<file path="src/rtl/tty_pkg.sv">
package tty_pkg;
  localparam int FRAME_BITS = 11;
  localparam int RX_BITS    = 10;  // 8 data + 2 stop
  localparam logic [3:0] OFS_STAT = 4'h0;
  localparam logic [3:0] OFS_CTRL = 4'h6;
  localparam logic [3:0] OFS_DATA = 4'h8;
  localparam int ST_TXRDY = 0;
  localparam int ST_RXRDY = 1;
  localparam int ST_FERR  = 2;
  localparam int ST_PDT   = 7;
  typedef enum logic [1:0] {RX_IDLE, RX_START, RX_SHIFT} rx_state_e;
endpackage

</file>
<file path="src/rtl/tty_tx_ser.sv">
module tty_tx_ser #(
  parameter int CLKS_PER_BIT = 16
) (
  input  logic       clk_i,
  input  logic       rst_ni,
  input  logic       start_i,
  input  logic [7:0] data_i,
  output logic       busy_o,
  output logic       tx_o
);
  import tty_pkg::*;
  localparam int CW = $clog2(CLKS_PER_BIT);
  localparam int IW = $clog2(FRAME_BITS);

  logic [FRAME_BITS-1:0] sh_q;
  logic [CW-1:0]         cnt_q;
  logic [IW-1:0]         idx_q;
  logic                  busy_q;

  always_ff @(posedge clk_i or negedge rst_ni) begin
    if (!rst_ni) begin
      sh_q   <= '1;
      cnt_q  <= '0;
      idx_q  <= '0;
      busy_q <= 1'b0;
    end else if (!busy_q) begin
      if (start_i) begin
        sh_q   <= {2'b11, data_i, 1'b0};
        cnt_q  <= '0;
        idx_q  <= '0;
        busy_q <= 1'b1;
      end
    end else if (cnt_q == CW'(CLKS_PER_BIT - 1)) begin
      cnt_q <= '0;
      sh_q  <= {1'b1, sh_q[FRAME_BITS-1:1]};
      if (idx_q == IW'(FRAME_BITS - 1)) busy_q <= 1'b0;
      else                              idx_q  <= idx_q + 1'b1;
    end else begin
      cnt_q <= cnt_q + 1'b1;
    end
  end

  assign busy_o = busy_q;
  assign tx_o   = busy_q ? sh_q[0] : 1'b1;
endmodule

</file>
<file path="src/rtl/tty_rx_deser.sv">
module tty_rx_deser #(
  parameter int CLKS_PER_BIT = 16
) (
  input  logic       clk_i,
  input  logic       rst_ni,
  input  logic       rx_i,
  output logic       valid_o,
  output logic [7:0] byte_o,
  output logic       ferr_o
);
  import tty_pkg::*;
  localparam int CW   = $clog2(CLKS_PER_BIT);
  localparam int IW   = $clog2(RX_BITS);
  localparam int HALF = CLKS_PER_BIT / 2;

  logic [1:0]         sync_q;
  logic               rx_s;
  rx_state_e          st_q;
  logic [CW-1:0]      cnt_q;
  logic [IW-1:0]      idx_q;
  logic [RX_BITS-1:0] sh_q;
  logic [RX_BITS-1:0] sh_nxt;

  assign rx_s   = sync_q[1];
  assign sh_nxt = {rx_s, sh_q[RX_BITS-1:1]};

  always_ff @(posedge clk_i or negedge rst_ni) begin
    if (!rst_ni) begin
      sync_q  <= 2'b11;
      st_q    <= RX_IDLE;
      cnt_q   <= '0;
      idx_q   <= '0;
      sh_q    <= '0;
      valid_o <= 1'b0;
      byte_o  <= '0;
      ferr_o  <= 1'b0;
    end else begin
      sync_q  <= {sync_q[0], rx_i};
      valid_o <= 1'b0;
      unique case (st_q)
        RX_IDLE: if (!rx_s) begin
          cnt_q <= '0;
          st_q  <= RX_START;
        end
        RX_START: begin
          if (rx_s) st_q <= RX_IDLE;  // glitch
          else if (cnt_q == CW'(HALF - 1)) begin
            cnt_q <= '0;
            idx_q <= '0;
            st_q  <= RX_SHIFT;
          end else cnt_q <= cnt_q + 1'b1;
        end
        RX_SHIFT: begin
          if (cnt_q == CW'(CLKS_PER_BIT - 1)) begin
            cnt_q <= '0;
            sh_q  <= sh_nxt;
            if (idx_q == IW'(RX_BITS - 1)) begin
              st_q    <= RX_IDLE;
              valid_o <= 1'b1;
              byte_o  <= sh_nxt[7:0];
              ferr_o  <= ~(sh_nxt[8] & sh_nxt[9]);
            end else idx_q <= idx_q + 1'b1;
          end else cnt_q <= cnt_q + 1'b1;
        end
        default: st_q <= RX_IDLE;
      endcase
    end
  end
endmodule

</file>
<file path="src/rtl/tty_bus_ctrl.sv">
module tty_bus_ctrl #(
  parameter int          CLKS_PER_BIT = 16,
  parameter logic [11:0] BASE_HI      = 12'hF80
) (
  input  logic        clk_i,
  input  logic        rst_ni,
  input  logic        bus_req_ni,
  input  logic [15:0] bus_addr_i,
  input  logic        bus_wr_ni,
  input  logic [7:0]  bus_wdata_i,
  output logic [7:0]  bus_rdata_o,
  output logic        bus_done_no,
  output logic        irq_l2_o,
  output logic        ser_tx_o,
  input  logic        ser_rx_i
);
  import tty_pkg::*;

  logic       req_q, stb, wr;
  logic       sel_stat, sel_ctrl, sel_data, hit;
  logic       irq_en_q, rx_rdy_q, ferr_q, done_q;
  logic [7:0] rx_byte_q, rdata_q, stat_w;
  logic       tx_busy, tx_start;
  logic       rx_valid, rx_ferr;
  logic [7:0] rx_byte;

  assign stb      = req_q & ~bus_req_ni;
  assign wr       = ~bus_wr_ni;
  assign sel_stat = (bus_addr_i == {BASE_HI, OFS_STAT});
  assign sel_ctrl = (bus_addr_i == {BASE_HI, OFS_CTRL});
  assign sel_data = (bus_addr_i == {BASE_HI, OFS_DATA});
  assign hit      = sel_stat | sel_ctrl | sel_data;
  assign tx_start = stb & sel_data & wr;

  always_comb begin
    stat_w           = '0;
    stat_w[ST_TXRDY] = ~tx_busy;
    stat_w[ST_RXRDY] = rx_rdy_q;
    stat_w[ST_FERR]  = ferr_q;
    stat_w[ST_PDT]   = ~tx_busy | rx_rdy_q;
  end

  always_ff @(posedge clk_i or negedge rst_ni) begin
    if (!rst_ni) begin
      req_q     <= 1'b1;
      done_q    <= 1'b1;
      irq_en_q  <= 1'b0;
      rx_rdy_q  <= 1'b0;
      ferr_q    <= 1'b0;
      rx_byte_q <= '0;
      rdata_q   <= '0;
    end else begin
      req_q  <= bus_req_ni;
      done_q <= ~(stb & hit);
      if (stb && hit) begin
        if (wr) begin
          if (sel_ctrl) irq_en_q <= bus_wdata_i[0];
        end else begin
          unique case (1'b1)
            sel_stat: rdata_q <= stat_w;
            sel_ctrl: rdata_q <= {7'd0, irq_en_q};
            default: begin
              rdata_q  <= rx_byte_q;
              rx_rdy_q <= 1'b0;
              ferr_q   <= 1'b0;
            end
          endcase
        end
      end
      // new character wins over a concurrent read clear
      if (rx_valid) begin
        rx_rdy_q  <= 1'b1;
        ferr_q    <= rx_ferr;
        rx_byte_q <= rx_byte;
      end
    end
  end

  tty_tx_ser #(.CLKS_PER_BIT(CLKS_PER_BIT)) u_tx (
    .clk_i  (clk_i),
    .rst_ni (rst_ni),
    .start_i(tx_start),
    .data_i (bus_wdata_i),
    .busy_o (tx_busy),
    .tx_o   (ser_tx_o)
  );

  tty_rx_deser #(.CLKS_PER_BIT(CLKS_PER_BIT)) u_rx (
    .clk_i  (clk_i),
    .rst_ni (rst_ni),
    .rx_i   (ser_rx_i),
    .valid_o(rx_valid),
    .byte_o (rx_byte),
    .ferr_o (rx_ferr)
  );

  assign bus_rdata_o = rdata_q;
  assign bus_done_no = done_q;
  assign irq_l2_o    = irq_en_q & stat_w[ST_PDT];
endmodule

</file>
<file path="config.mk">
export PLATFORM = sky130hd
export DESIGN_NAME = tty_bus_ctrl
export DESIGN_NICKNAME = d
export VERILOG_FILES = /design/src/rtl/tty_pkg.sv /design/src/rtl/tty_tx_ser.sv /design/src/rtl/tty_rx_deser.sv /design/src/rtl/tty_bus_ctrl.sv
export SDC_FILE = /design/constraint.sdc
export NUM_CORES = 1
export LEC_CHECK = 0
export ABC_AREA = 1
export BUFFER_PORTS_ARGS = -buffer_cell sky130_fd_sc_hd__buf_2
export CAP_MARGIN = 20
export CORE_MARGIN = 10
export CORE_UTILIZATION = 23
export CTS_CLUSTER_SIZE = 24
export DETAILED_ROUTE_END_ITERATION = 10
export GPL_TIMING_DRIVEN = 0
export SKIP_LAST_GASP = 1
export SYNTH_ARGS = -nofsm -noshare
export SYNTH_HDL_FRONTEND = slang
export SYNTH_SLANG_ARGS = --single-unit
</file>
<file path="constraint.sdc">
create_clock -name clk_i -period 1.3 [get_ports clk_i]
set_input_delay 0.195 -clock clk_i [delete_from_list [all_inputs] [get_ports clk_i]]
set_output_delay 0.195 -clock clk_i [all_outputs]
set_load 0.1 [all_outputs]
</file>
==> results.md <==
* DRC at 0
* Yosys Warn Count at 0
* Met2 GRT Util at about 14%
* Final std cells w/o fill at a little under 700
* Least-Margin Pin Slew at slightly below 0.9 ns
* Layout cells sized above 1 at a little under half
* GRT Total Usage at roughly 8.3%
* Fmax achieved at approximately 660 MHz
* Max_cap viols at 0
* Cells after synthesis at approximately 410
* Power after layout at around 0.0062 W
* GPL Wtd Cong at approximately 0.8
* Site Rows at 44
* RSZ-0062 raised after global routing: true
* Tcrit/Tclk final at 116%
* Result of the run: complete, but fails checks
* Net Sw Frac at roughly 28%
* Worst setup path startpoint: u_tx.idx_q[0]
* Worst-path clk slew at 0.06 ns
* Layout Nets at ~540
* Combinational Power Share at between 20% and 30%
* Register Area at roughly 1800 µm²
* CTS max path bufs at 2
* Number of CTS-inserted buffers at 9
* Die ar. at around 20000 µm²
* DP HPWL at approximately 5.3 mm
* Worst R2R Start: u_tx.idx_q[0]
* Fill count at about 1500
* CTS H-tree lvls at 3
* Global-route wire length before repair at 13.8 mm
* Layout Area Growth over Synthesis at 48.9%
* WP data required at between 1.5 and 2 ns
* Multi-input logic area at roughly 1800 µm²
* Vias in the first global route at 2999
* Worst-path fanout max at 5
* DP Cell Count at 634
* Register area share after synthesis at between 50% and 60%
* Met3 Resource Use GR at under 10%
* Flop pwr share at a little under two fifths
* NetSw at about 0.0018 W
* Clock power share at a little under two fifths
* Placed Area at around 3900 µm²
* Synthesized net count at about 450
* Initial DRC count at roughly 130
* Initial antenna violation count at 0
* Largest net degree at the start of global routing at 71
* Cell area after synthesis at around 3400 µm²
* Syn Area/Cell at around 8.3 µm²
* CTS tree: yes
* Worst VDD drop at around 0.00061 V
* Setup CP Type: reg2reg
* Vias per Instance at ~4.3
* Worst min path class: in2async
* ANT nets after route at 0
* CTS root buf: clkbuf_16
* Failing checks: negative hold slack, negative setup slack
* Die Y at about 140 µm
* Netlist cell types at 34
* Critical Path AT at ~1.7 ns
* Design area at slightly above 5000 µm²
* Ant. Diodes at 0
* WHS at -0.0210 ns
* IO buf count at 39
* Drt wl/cell at around 12 µm
* Sink Count at 70
* Aggregate global routing overflow at 0
* IO Pins at 40
* Pint at between 0.004 and 0.005 W
* Slew Viols, Final at 0
* Final hold vios at 15
* Core area at 14500 µm²
* CP Capture Type: register
* Final wirelength at slightly below 9 mm
* Initial Util at 23.4%
* Via Count at 2982
* Final setup viols at 36
* Post-layout minimum cycle time at around 1.5 ns
* Clock Skews at 0.00802 ns
* CP Launch Type: register
* Grt met1 use at 9.14%
* Die width at 141 µm
* GR peak layer: met2
* Worst rel slew slack at around 42%
* Pwr per Cell Area at around 1200 nW/µm²
* Number of synthesized register bits at 70
* Leak at between 2 and 2.5 nW
* Clock Latency Late Sink at 0.33 ns
* Worst Slack Setup Final at -0.209 ns
* First-pass DRT Iterations at 4
synth_stat cells, drive strengths merged:
cell type,number,area (µm²)
a21oi,6,30.0
a22oi,1,7.51
a31oi,1,6.26
buf,6,41.3
clkbuf,2,7.51
dfrtp,57,1430
dfstp,13,342
ha,9,113
inv,44,165
nand2,155,604
nand3,26,140
nand3b,1,7.51
nand4,2,18.8
nor2,34,158
nor3b,1,7.51
o211ai,1,7.51
o21ai,38,205
o22ai,4,25.0
o31ai,1,12.5
or2,4,25.0
xnor2,1,8.76
xor2,4,35.0
metrics by stage:
stage | utilization (%) | hold slack (ns) | TNS [ns] | setup slack (ns)
after global placement | 26.9 | 0.302 | -24.78 | -0.411
after floorplan | - | -0.101 | -0.993 | -0.107
after detailed placement | 26.9 | 0.302 | -8.20 | -0.409
after CTS | 32.4 | 0.0235 | -3.90 | -0.189
after global routing | 34.9 | 0.0534 | -6.68 | -0.309
final | 34.9 | -0.0210 | -3.43 | -0.209
state kept, by name, indices dropped and copies added, names as in the netlist:
name and cells:
irq_en_q 1, ferr_q 1, rx_byte_q 8, bus_rdata_o 8, u_rx.cnt_q 4, u_tx.sh_q 9, u_tx.cnt_q 4, bus_done_no 1
req_q 1, u_rx.valid_o 1, u_rx.sync_q 2, u_rx.byte_o 8, u_rx.ferr_o 1, u_tx.busy_o 1, rx_rdy_q 1, u_rx.idx_q 4
u_tx.idx_q 4, u_rx.st_q 2, u_rx.sh_q 9
timing repair:
item | in CTS | in global routing
endpoints found under the hold margin | 2 | 0
setup endpoints to repair | 53 | 56
hold buffers | 2 | 0
setup buffers | 25 | 14
gates cloned | 4 | 1
pin swaps | 28 | 24
gates resized for setup | 74 | 85
routing by layer:
layer | up-vias | wire length, µm
li1 | 1486 | -
met1 | 1436 | 3560
met2 | 50 | 4560
met3 | 10 | 406
met4 | 0 | 127
met5 | - | 0
cell families (layout without fill, tap and decap cells):
group                      after synthesis  count (layout)  synth area share [%]
and+or+nand+nor                        223             223                  28.3
buffers and inverters                   52             152                  6.31
AOI/OAI and AO/OA                       52              52                  8.67
xor gates and xnor gates                 5               5                  1.29
adders and majority gates                9               9                  3.32
DFF                                     70              70                  52.1
worst paths after layout:
| check | end | slack (ns) | cells after the start |
|---|---|---|---|
| max reg2reg | u_tx.idx_q[2] | -0.21 | 9 |
| max in group asynchronous | u_tx.busy_o | 0.69 | 1 |
| min | rx_byte_q[0] | -0.02 | 1 |
| min in group clk_i | irq_en_q | 0.18 | 5 |
| min reg2reg | u_rx.sync_q[1] | 0.36 | 0 |
| max | u_tx.idx_q[2] | -0.21 | 9 |
cell usage in the layout (no fill, tap or decap), types with 3 or more instances in the layout:
master / synthesis / routed
inv_1: 38 / 32
ha_4: 0 / 5
buf_2: 3 / 27
clkbuf_16: 0 / 9
nand2_4: 1 / 4
a21oi_2: 0 / 4
buf_4: 0 / 36
nand3_1: 24 / 15
inv_2: 6 / 8
nand3_4: 0 / 3
dfrtp_1: 57 / 56
nor2_4: 1 / 10
nand2_2: 6 / 30
o21ai_0: 25 / 8
dfstp_2: 13 / 13
nor2_1: 24 / 17
clkbuf_8: 0 / 3
ha_1: 9 / 3
buf_6: 2 / 20
nand2_1: 148 / 119
nand3_2: 2 / 8
o21ai_2: 4 / 18
nor2_2: 9 / 7
xor2_1: 4 / 4
inv_4: 0 / 4
o21ai_1: 9 / 11
area by class of cell:
class	instances	share of cell area, %
clock inverter	3	0.347
clock buffer	13	5.35
tap	184	4.56
multi-input combinational	289	36.2
buffer	8	1.63
timing repair buffer	84	13.4
sequential	70	35.0
inverter	44	3.47
power by group through the flow:
stage          clock [W]  sequential, W  combinational, W
2_1_floorplan          0        0.00239          0.000513
3_3_place_gp           0        0.00239          0.000686
3_5_place_dp           0        0.00240          0.000711
4_1_cts          0.00240        0.00236           0.00109
5_1_grt          0.00251        0.00237           0.00166
6_report         0.00235        0.00236           0.00151
worst max-delay path, cell delays in order (launching register included):
cell and delay (ns):
dfrtp_1 0.43, inv_1 0.08, ha_1 0.15, nand2_1 0.08, nor3b_2 0.20, or2_1 0.15
inv_2 0.07, buf_4 0.13, nand3_1 0.07, nand2_1 0.05
Power figures use the tool's default switching activity.
